`config.mk`:
```
export PLATFORM = sky130hd
export DESIGN_NAME = countdown_timer
export DESIGN_NICKNAME = d
export VERILOG_FILES = /design/src/rtl/timer_pkg.sv /design/src/rtl/cdt_tick_gen.sv /design/src/rtl/cdt_ctrl.sv /design/src/rtl/countdown_timer.sv
export SDC_FILE = /design/constraint.sdc
export NUM_CORES = 1
export LEC_CHECK = 0
export ABC_CLOCK_PERIOD_IN_PS = 7300
export BUFFER_PORTS_ARGS = -buffer_cell sky130_fd_sc_hd__buf_4
export CAP_MARGIN = 20
export CORE_MARGIN = 3
export CORE_UTILIZATION = 23
export DETAILED_ROUTE_END_ITERATION = 12
export PLACE_DENSITY = 0.41
export SYNTH_ARGS = -nofsm -noshare
export SYNTH_HDL_FRONTEND = slang
export SYNTH_HIERARCHICAL = 1
export SYNTH_SLANG_ARGS = --single-unit
```
`constraint.sdc`:
```
create_clock -name clk -period 7.3 [get_ports clk]
set_clock_uncertainty 0.15 [all_clocks]
set_input_delay 0.73 -clock clk [delete_from_list [all_inputs] [get_ports clk]]
set_output_delay 0.73 -clock clk [all_outputs]
set_load 0.02 [all_outputs]
```
`src/rtl/timer_pkg.sv`:
```
package timer_pkg;

  parameter int unsigned TMR_FRAC_W = 32;

  typedef enum logic [1:0] {
    RUN_OFF  = 2'd0,
    RUN_LOOP = 2'd1,
    RUN_ONCE = 2'd2
  } run_e;

  // Carry out of the fractional accumulator when the fraction is added.
  function automatic logic frac_carry(input logic [TMR_FRAC_W-1:0] acc,
                                      input logic [TMR_FRAC_W-1:0] frac);
    logic [TMR_FRAC_W:0] sum;
    sum = {1'b0, acc} + {1'b0, frac};
    return sum[TMR_FRAC_W];
  endfunction

endpackage

```
`src/rtl/cdt_tick_gen.sv`:
```
module cdt_tick_gen
  import timer_pkg::*;
#(
  parameter int unsigned PER_W = 32
) (
  input  logic                  clk,
  input  logic                  rst_n,
  input  logic                  run_i,
  input  logic                  restart_i,
  input  logic                  per_int_wr_i,
  input  logic                  per_full_wr_i,
  input  logic [PER_W-1:0]      per_int_i,
  input  logic [TMR_FRAC_W-1:0] per_frac_i,
  output logic [PER_W-1:0]      per_int_o,
  output logic                  tick_o
);

  localparam int unsigned TW = PER_W + 1;

  logic [PER_W-1:0]      per_int_q;
  logic [TMR_FRAC_W-1:0] per_frac_q;
  logic [PER_W-1:0]      ph_q;
  logic [TMR_FRAC_W-1:0] acc_q;
  logic                  stretch_w;
  logic [TW-1:0]         target_w;

  assign stretch_w = frac_carry(acc_q, per_frac_q);
  assign target_w  = {1'b0, per_int_q} - TW'(1) + TW'(stretch_w);
  assign tick_o    = run_i && ({1'b0, ph_q} >= target_w);
  assign per_int_o = per_int_q;

  always_ff @(posedge clk) begin
    if (!rst_n) begin
      per_int_q  <= '0;
      per_frac_q <= '0;
    end else if (per_int_wr_i || per_full_wr_i) begin
      per_int_q  <= per_int_i;
      per_frac_q <= per_full_wr_i ? per_frac_i : '0;
    end
  end

  always_ff @(posedge clk) begin
    if (!rst_n || !run_i || restart_i) begin
      ph_q  <= '0;
      acc_q <= '0;
    end else if (tick_o) begin
      ph_q  <= '0;
      acc_q <= acc_q + per_frac_q;
    end else begin
      ph_q  <= ph_q + PER_W'(1);
    end
  end

  // The phase never runs past the longest allowed interval.
  assert_phase_bound_R9: assert property (@(posedge clk) disable iff (!rst_n)
    run_i |-> (ph_q <= per_int_q));

endmodule

```
`src/rtl/cdt_ctrl.sv`:
```
module cdt_ctrl
  import timer_pkg::*;
#(
  parameter int unsigned CNT_W = 64,
  parameter int unsigned PER_W = 32
) (
  input  logic             clk,
  input  logic             rst_n,
  input  logic             start_i,
  input  logic             oneshot_i,
  input  logic             stop_i,
  input  logic             cnt_wr_i,
  input  logic [CNT_W-1:0] cnt_wdata_i,
  input  logic             lim_wr_i,
  input  logic             lim_reload_i,
  input  logic [CNT_W-1:0] lim_wdata_i,
  input  logic             per_wr_i,
  input  logic [PER_W-1:0] per_int_new_i,
  input  logic [PER_W-1:0] per_int_q_i,
  input  logic             tick_i,
  input  logic             evt_clr_i,
  output logic [CNT_W-1:0] cnt_o,
  output run_e             st_o,
  output logic             restart_o,
  output logic             expire_o,
  output logic             sticky_o
);

  run_e             st_q, st_d;
  logic [CNT_W-1:0] cnt_q, cnt_d, lim_q, lim_d;
  logic             evt_d, running_w, quiet_w;

  assign running_w = (st_q != RUN_OFF);
  assign quiet_w   = !(cnt_wr_i || lim_wr_i || per_wr_i);

  always_comb begin
    st_d      = st_q;
    cnt_d     = cnt_q;
    evt_d     = 1'b0;
    restart_o = 1'b0;
    lim_d     = lim_wr_i ? lim_wdata_i : lim_q;
    if (stop_i && running_w) begin
      st_d = RUN_OFF;
    end else if (start_i && !running_w) begin
      if (per_int_q_i != '0) begin
        st_d      = oneshot_i ? RUN_ONCE : RUN_LOOP;
        restart_o = 1'b1;
        if (cnt_q == '0) begin
          evt_d = 1'b1;
          cnt_d = lim_q;
          if (lim_q == '0) st_d = RUN_OFF;
        end
      end
    end else if (cnt_wr_i) begin
      cnt_d = cnt_wdata_i;
      if (running_w) begin
        restart_o = 1'b1;
        if (cnt_wdata_i == '0) begin
          evt_d = 1'b1;
          cnt_d = lim_q;
          if (lim_q == '0) st_d = RUN_OFF;
        end
      end
    end else if (lim_wr_i && lim_reload_i) begin
      cnt_d = lim_wdata_i;
      if (running_w) begin
        restart_o = 1'b1;
        if (lim_wdata_i == '0) begin
          evt_d = 1'b1;
          st_d  = RUN_OFF;
        end
      end
    end else if (per_wr_i && running_w) begin
      restart_o = 1'b1;
      if (per_int_new_i == '0) st_d = RUN_OFF;
    end else if (tick_i && running_w) begin
      if (cnt_q <= CNT_W'(1)) begin
        evt_d = 1'b1;
        if (st_q == RUN_ONCE || lim_q == '0) begin
          st_d  = RUN_OFF;
          cnt_d = '0;
        end else begin
          cnt_d = lim_q;
        end
      end else begin
        cnt_d = cnt_q - CNT_W'(1);
      end
    end
  end

  always_ff @(posedge clk) begin
    if (!rst_n) begin
      st_q     <= RUN_OFF;
      cnt_q    <= '0;
      lim_q    <= '0;
      expire_o <= 1'b0;
      sticky_o <= 1'b0;
    end else begin
      st_q     <= st_d;
      cnt_q    <= cnt_d;
      lim_q    <= lim_d;
      expire_o <= evt_d;
      sticky_o <= evt_d ? 1'b1 : (evt_clr_i ? 1'b0 : sticky_o);
    end
  end

  assign cnt_o = cnt_q;
  assign st_o  = st_q;

  assert_loop_step_R2: assert property (@(posedge clk) disable iff (!rst_n)
    (tick_i && st_q == RUN_LOOP && cnt_q > CNT_W'(1) && quiet_w && !start_i && !stop_i)
    |=> (cnt_q == $past(cnt_q) - CNT_W'(1)) && (st_q == RUN_LOOP));

  assert_once_halt_R3: assert property (@(posedge clk) disable iff (!rst_n)
    (tick_i && st_q == RUN_ONCE && cnt_q <= CNT_W'(1) && quiet_w && !start_i && !stop_i)
    |=> (st_q == RUN_OFF) && (cnt_q == '0) && expire_o);

  assert_start_ignored_R4: assert property (@(posedge clk) disable iff (!rst_n)
    (start_i && running_w && !stop_i && quiet_w && !tick_i)
    |=> $stable(st_q) && $stable(cnt_q));

  assert_stop_freeze_R6: assert property (@(posedge clk) disable iff (!rst_n)
    (stop_i && running_w) |=> (st_q == RUN_OFF) && $stable(cnt_q));

  assert_zero_period_R10: assert property (@(posedge clk) disable iff (!rst_n)
    (per_wr_i && per_int_new_i == '0 && running_w && !start_i && !stop_i &&
     !cnt_wr_i && !lim_wr_i) |=> (st_q == RUN_OFF));

  assert_sticky_follows_R11: assert property (@(posedge clk) disable iff (!rst_n)
    expire_o |-> sticky_o);

endmodule

```
`src/rtl/countdown_timer.sv`:
```
module countdown_timer
  import timer_pkg::*;
#(
  parameter int unsigned CNT_W = 64,
  parameter int unsigned PER_W = 32
) (
  input  logic                  clk,
  input  logic                  rst_n,
  input  logic                  start_i,
  input  logic                  oneshot_i,
  input  logic                  stop_i,
  input  logic                  cnt_wr_i,
  input  logic [CNT_W-1:0]      cnt_wdata_i,
  input  logic                  lim_wr_i,
  input  logic                  lim_reload_i,
  input  logic [CNT_W-1:0]      lim_wdata_i,
  input  logic                  per_int_wr_i,
  input  logic                  per_full_wr_i,
  input  logic [PER_W-1:0]      per_int_i,
  input  logic [TMR_FRAC_W-1:0] per_frac_i,
  input  logic                  evt_clr_i,
  output logic [CNT_W-1:0]      count_o,
  output logic [1:0]            state_o,
  output logic                  expire_o,
  output logic                  expire_sticky_o
);

  logic             tick_w;
  logic             restart_w;
  logic             per_wr_w;
  logic [PER_W-1:0] per_int_w;
  run_e             st_w;

  assign per_wr_w = per_int_wr_i || per_full_wr_i;
  assign state_o  = st_w;

  cdt_tick_gen #(.PER_W(PER_W)) u_tick (
    .clk          (clk),
    .rst_n        (rst_n),
    .run_i        (st_w != RUN_OFF),
    .restart_i    (restart_w),
    .per_int_wr_i (per_int_wr_i),
    .per_full_wr_i(per_full_wr_i),
    .per_int_i    (per_int_i),
    .per_frac_i   (per_frac_i),
    .per_int_o    (per_int_w),
    .tick_o       (tick_w)
  );

  cdt_ctrl #(.CNT_W(CNT_W), .PER_W(PER_W)) u_ctrl (
    .clk          (clk),
    .rst_n        (rst_n),
    .start_i      (start_i),
    .oneshot_i    (oneshot_i),
    .stop_i       (stop_i),
    .cnt_wr_i     (cnt_wr_i),
    .cnt_wdata_i  (cnt_wdata_i),
    .lim_wr_i     (lim_wr_i),
    .lim_reload_i (lim_reload_i),
    .lim_wdata_i  (lim_wdata_i),
    .per_wr_i     (per_wr_w),
    .per_int_new_i(per_int_i),
    .per_int_q_i  (per_int_w),
    .tick_i       (tick_w),
    .evt_clr_i    (evt_clr_i),
    .cnt_o        (count_o),
    .st_o         (st_w),
    .restart_o    (restart_w),
    .expire_o     (expire_o),
    .sticky_o     (expire_sticky_o)
  );

endmodule

```
### Word level (Yosys, flattened, before mapping)

Cells that the tools add are included.

| storage, ports and cells | value |
|---|---|
| register bits after elaboration | 260 |
| latch bits | 0 |
| memory bits (writable) | 0 |
| memory bits (read-only) | 0 |
| input bits | 203 |
| logic and storage cells | 108 |
| memories kept | 0 |

| operators by class | value |
|---|---|
| add/subtract/negate cells | 6 |
| multipliers | 0 |
| div/mod/pow operators | 0 |
| $lt $le $gt $ge | 2 |
| eq/ne operators | 10 |
| shifts and indexed selects | 0 |
| multiplexer cells | 51 |
| bitwise gates (word level) | 2 |
| reduce and logical (&&, ||, !) cells | 28 |

Operators by type and width:

| operator | count |
|---|---|
| two-way mux 64 bit | 11 |
| logical NOT 64 bit | 4 |
| <= comparator 64 x 1 -> 1 bit, second input constant | 1 |
| subtractor 64 x 1 -> 64 bit, second input constant | 1 |
| two-way mux 2 bit | 17 |
| adder 32 x 32 -> 33 bit | 1 |
| adder 33 x 1 -> 33 bit | 1 |
| >= comparator 32 x 33 -> 1 bit | 1 |
| subtractor 32 x 1 -> 33 bit, second input constant | 1 |
| adder 32 x 1 -> 32 bit, second input constant | 1 |
| adder 32 bit | 1 |
| logical NOT 32 bit | 1 |
| two-way mux 32 bit | 1 |
| nonzero test 32 bit | 1 |
| two-way mux 1 bit | 22 |
| nonzero test 5 bit | 3 |
| inequality test 3 x 1 -> 1 bit, second input constant | 4 |
| AND reduction 10 bit | 1 |
| logical AND 1 bit | 6 |
| inequality test 5 x 3 -> 1 bit, second input constant | 1 |
| AND reduction 5 bit | 1 |
| logical OR 1 bit | 4 |
| inequality test 2 bit, second input constant | 2 |
| inequality test 4 x 2 -> 1 bit, second input constant | 1 |
| 7 further kinds | 11 |

### Longest topological paths before layout

| logic depth | value |
|---|---|
| depth after elaboration | 12 |
| depth in mapped cells | 37 |
| gate-level depth less buffers | 33 |

### By module

Netlist, hierarchy kept.

Modules (own cells, without submodules):

| module | instances | cells an instance | area each (µm²) | seq. area each (µm²) |
|---|---|---|---|---|
| cdt_ctrl | 1 | 1045 | 8575.7 | 2642.5 |
| cdt_tick_gen | 1 | 932 | 7762.4 | 2562.5 |
| countdown_timer | 1 | 2 | 12.5 | 0.0 |

### Least setup slack after synthesis

Ideal clock, no wire load.

| path | value |
|---|---|
| kind | register -> register |
| start point | reg u_tick.per_frac_q[0] |
| end point | reg u_ctrl.cnt_q[10] (netlist: u_ctrl/cnt_o[10]) |
| arrival | 6884 ps |
| slack | 142 ps |
| stages on the path, launching flop included | 38 |
| path buffers | 4 |
| period minus slack after synthesis | 7158 ps |
| path through | dfxtp_1 ha_1 fa_1 a21o_1 a221oi_2 o211ai_1 nand3_1 a21oi_1 o311a_1 o21ai_0 nand2b_1 a21oi_1 ha_1 nand2_1 nor3_1 nand2b_1 or3_1 or4_1 [... 2 more ...] nand2_1 xor2_1 ha_1 nand2_1 o21ai_0 a21oi_1 and3b_1 o21ai_0 nand2_2 nor2_4 buf_6 nor3b_1 o21ai_0 or2_1 buf_2 clkbuf_1 a221oi_1 a21oi_1 |

| between the ends | value |
|---|---|
| cells in the longest elaborated chain, start to end | 7 |

Ends and longest elaborated chain:

| what | line | source |
|---|---|---|
| start: declaration | cdt_tick_gen.sv:21 | `logic [TMR_FRAC_W-1:0] per_frac_q;` |
| start signal: assignment | cdt_tick_gen.sv:38 | `per_frac_q <= per_full_wr_i ? per_frac_i : '0;` |
| adder 32 x 32 -> 33 bit | timer_pkg.sv:15 | `sum = {1'b0, acc} + {1'b0, frac};` |
| adder 33 x 1 -> 33 bit | cdt_tick_gen.sv:28 | `assign target_w = {1'b0, per_int_q} - TW'(1) + TW'(stretch_w);` |
| >= comparator 32 x 33 -> 1 bit | cdt_tick_gen.sv:29 | `assign tick_o = run_i && ({1'b0, ph_q} >= target_w);` |
| logical AND 1 bit | cdt_tick_gen.sv:29 |  |
| net tick_w | countdown_timer.sv:28 | `logic tick_w;` |
| logical AND 1 bit | cdt_ctrl.sv:76 | `end else if (tick_i && running_w) begin` |
| nonzero test 4 bit (no line) | - |  |
| AND reduction 5 bit (no line) | - |  |
| end signal: assignment | cdt_ctrl.sv:100 | `cnt_q <= cnt_d;` |
| end: declaration | cdt_ctrl.sv:30 | `logic [CNT_W-1:0] cnt_q, cnt_d, lim_q, lim_d;` |

The timed path passes the listed nets, and every way through them passes these cells.
A chain may end at the register's enable or synchronous reset.

### Final worst setup path

| path | value |
|---|---|
| start point | reg u_tick.per_frac_q[0] |
| end point | reg u_ctrl.cnt_q[8] (netlist: u_ctrl/cnt_o[8]) |

The elaborated chain is that of the path after synthesis.

==> flow_summary_export.csv <==
group,metric,value,unit
pwr,internal-power,0.00299,W
cts,clock_path_buffers,3,
setup_path,r2r-start,"u_tick/per_frac_q[0]",
routing,route.detailed.drc,0,
placement,port_buffers,270,
min_path,holdPathStages,3,
min_path,holdPathEnd,"u_tick/per_frac_q[19]",
logic_synthesis,async_reset_ff_share,0,%
flow_run,drv_cap,0,
timing,worst_pin_slew,1.10,ns
logic_synthesis,yosysSeqAreaShare,31.8,%
timing,setup_violations,0,
cells_and_area,n_fill_cell,7464,
setup_path,path_max_fanout,7,
cells_and_area,seq_area,5210,sq um
placement,postPlaceCellArea,19700,sq um
pwr,max-vdd-ir-drop,0.117,mV
setup_path,rr_endpoint,"u_ctrl/cnt_o[8]",
placement,post-place-ws,-0.256,ns
global_route,grt_max_degree,79,
die,core-area,70300,sq um
logic_synthesis,ys_warn_count,6,
pwr,power.share.clock,39.8,%
setup_path,rr_worst_depth,38,
timing,slew_headroom,25.9,%
timing,min_period_over_period,96.5,%
global_route,grt_pass1_vias,16676,
outcome,outcome,"finished, final reports clean",
logic_synthesis,synth_seq_cells,260,
global_route,grtUsageMet2,30.1,%
min_path,min_from,"per_frac_i[19]",
setup_path,worstSetupPathType,"reg2reg",
setup_path,cp-end-kind,"flop",
timing,clock.fmax,142,MHz
setup_path,start_kind,"flop",
logic_synthesis,synthTopCellsByArea,"dfxtp_1 (32%), mux2i_1 (5.3%), ha_1 (5.3%), a21oi_1 (4.1%), nand2_1 (4.0%)",
global_route,grt_remaining_overflow,0,
placement,place_congestion,0.850,
pwr,p_sw_share,32.6,%
die,fp-row-count,97,
cells_and_area,drive_above_1_share,21.6,%
global_route,grt_first_pass_wirelength,106000,um
setup_path,cp_slowest_stage_delay,0.54,ns
cts,cts_root_buf,"clkbuf_16",
pwr,power_density,209,nW/um^2
logic_synthesis,syn_area_per_cell,8.26,sq um
routing,wl_per_cell,22.2,um
global_route,grtUsageTotal,18.4,%
cells_and_area,area_delta_synth_final,29.5,%
setup_path,rrSetupSlack,0.26,ns
logic_synthesis,yosysTopAreaCell,"dfxtp_1",
cts,cts_tree,"done",
die,initial_core_util,23.3,%
cells_and_area,fin_area,21200,sq um
global_route,grt_use_met3,3.40,%
pwr,seq_power_share,37.1,%
die,die_h,273,um
timing,slew_violations,0,
min_path,min_path_type,"in2reg",
logic_synthesis,synth_top_cell_area_share,31.8,%
setup_path,slowest_stage,"or4_4",
global_route,gr-usage-met1,24.6,%
pwr,switching_power,0.00145,W
die,pin_count,271,
cts,numCtsBuffers,36,
global_route,busiest_layer,"met2",
cts,clock_sinks,260,
pwr,p_total,0.00443,W
logic_synthesis,synth_edf_count,0,
die,die_area,74300,sq um
die,die_w,273,um
placement,dp_hpwl,52300,um
logic_synthesis,synth_cell_types,81,
pwr,p_comb_share,23.1,%
cells_and_area,layout.nets,2526,
routing,viasPerCell,5.17,
routing,num_vias,16646,
routing,wl,71500,um
setup_path,cp.required,7.56,ns
timing,period_minus_slack,7.04,ns
routing,drt_iter0_markers,1248,
global_route,antenna_found_initial,2,
logic_synthesis,ys.flop_type,"dfxtp_1",
routing,ant_nets,0,
logic_synthesis,syn_inst,1979,
logic_synthesis,syn_nets,2252,
pwr,leakagePower,8.28,nW
timing,hold_ws,0.291,ns
cts,cts_htree_levels,2,
setup_path,worstPathArrival,7.31,ns
timing,rsz0062_at_grt,"yes",
timing,timing.final.ws_setup,0.255,ns
cts,worstSkewPairLatency,0.56,ns
cells_and_area,multi_input_area,10700,sq um
timing,finalHoldViolCount,0,
logic_synthesis,syn-cell-area,16400,sq um
routing,dr.pass1.iters,7,
cts,clk_pin_slew,0.06,ns
-- flip-flops by register name (all words and copies together) (netlist names) --
name               flops
u_ctrl/cnt_o          64
u_ctrl/lim_q          64
u_tick/acc_q          32
u_tick/per_frac_q     32
u_tick/per_int_o      32
u_tick/ph_q           32
u_ctrl/st_o            2
u_ctrl/expire_o        1
u_ctrl/sticky_o        1
-- placed cells by master, fill, tap and decap left out, types with 66 or more instances in the layout --
cell type    n
buf_4      341
dfxtp_1    258
nand2_1    172
nor2_1     130
a21oi_1    130
nor2b_1    103
o21ai_0     99
nor4_1      88
mux2i_1     87
xor2_1      72
xnor2_1     67
ha_1        66
-- layout make-up --
cell class                      count  area share (%)
Multi-Input combinational cell   1586            50.7
Sequential cell                   260            24.6
Timing Repair Buffer              355            13.3
Tap cell                          940            5.55
Clock buffer                       51            5.00
Clock inverter                     14           0.520
Inverter                           14           0.248
Antenna cell                        2          0.0236
-- worst max-delay path by stage --
| stage | startpoint | to | slack (ns) | cells past startpoint |
|---|---|---|---|---|
| finish | u_tick/per_frac_q[0] | u_ctrl/cnt_o[8] | 0.26 | 38 |
| global route | u_tick/per_frac_q[0] | u_ctrl/cnt_o[8] | -0.15 | 38 |
| CTS | u_tick/per_frac_q[0] | u_ctrl/cnt_o[40] | 0.01 | 35 |
| detailed placement | u_tick/per_frac_q[0] | u_ctrl/cnt_o[18] | -0.26 | 35 |
| global placement | u_tick/per_frac_q[0] | u_ctrl/cnt_o[6] | -0.04 | 36 |
| floorplan | u_tick/per_frac_q[0] | u_ctrl/cnt_o[10] | 0.14 | 37 |
-- power by group through the flow --
stage	Clock, W	Combinational (W)	Sequential (W)
after floorplan	0	0.000495	0.00168
after global placement	0	0.000961	0.00167
after detailed placement	0	0.000967	0.00167
after CTS	0.00182	0.000976	0.00164
after global routing	0.00187	0.00110	0.00166
final	0.00176	0.00102	0.00165
-- Yosys cell counts (18+ instances only) --
cell type    n
xnor2_1     67
a221oi_1    19
o21ai_0    124
mux2i_1     87
nor2_1     134
or4_1       23
nand2_1    176
a31oi_1     24
nor2b_1    103
a21oi_1    135
a21boi_0    45
o21a_1      18
clkbuf_1    91
xor2_1      72
a222oi_1    37
ha_1        69
nor3_1      39
a21o_1      20
nor3b_1     35
dfxtp_1    260
nand3_1     36
nor4_1      91
nand4_1     32
-- what timing repair did --
action,in CTS,in global routing
resized for setup,7,56
gates cloned,0,4
hold buffers,0,0
setup endpoints to repair,68,130
pin swaps,0,18
buffers inserted,0,11
-- metal layers --
| layer | wire length (um) | part of all wire, % |
|---|---|---|
| met1 | 32400 | 45 |
| met4 | 1680 | 2.3 |
| met2 | 32800 | 46 |
| met5 | 0 | 0 |
| met3 | 4530 | 6.3 |
-- worst max-delay path, delay by kind of cell, from the launching register on --
family / cells / cell delay (ns)
buf+inv: 5 / 0.77
flops: 1 / 0.33
fa+ha+maj: 4 / 0.81
compound gates: 13 / 2.26
xor+xnor: 1 / 0.16
simple gates: 15 / 2.43
-- through the flow --
stage                     utilization (%)  setup TNS, ns  cells
after floorplan                         -              0   1979
after global placement               28.0         -0.135   3140
after detailed placement             28.0          -6.48   3140
after CTS                            29.7              0   3205
after global routing                 30.1          -4.56   3220
final                                30.1              0   3222
-- logic make-up after synthesis --
family                   after synthesis  synth area share (%)
buffers and inverters                133                  3.43
XOR/XNOR                             139                  7.45
AO/OA/AOI/OAI                        529                  21.3
adder cells (fa/ha/maj)               70                  5.40
flip-flops                           260                  31.8
multiplexers                          87                  5.33
AND/OR/NAND/NOR                      761                  25.2
No activity file was read; power rests on OpenSTA's default activity.
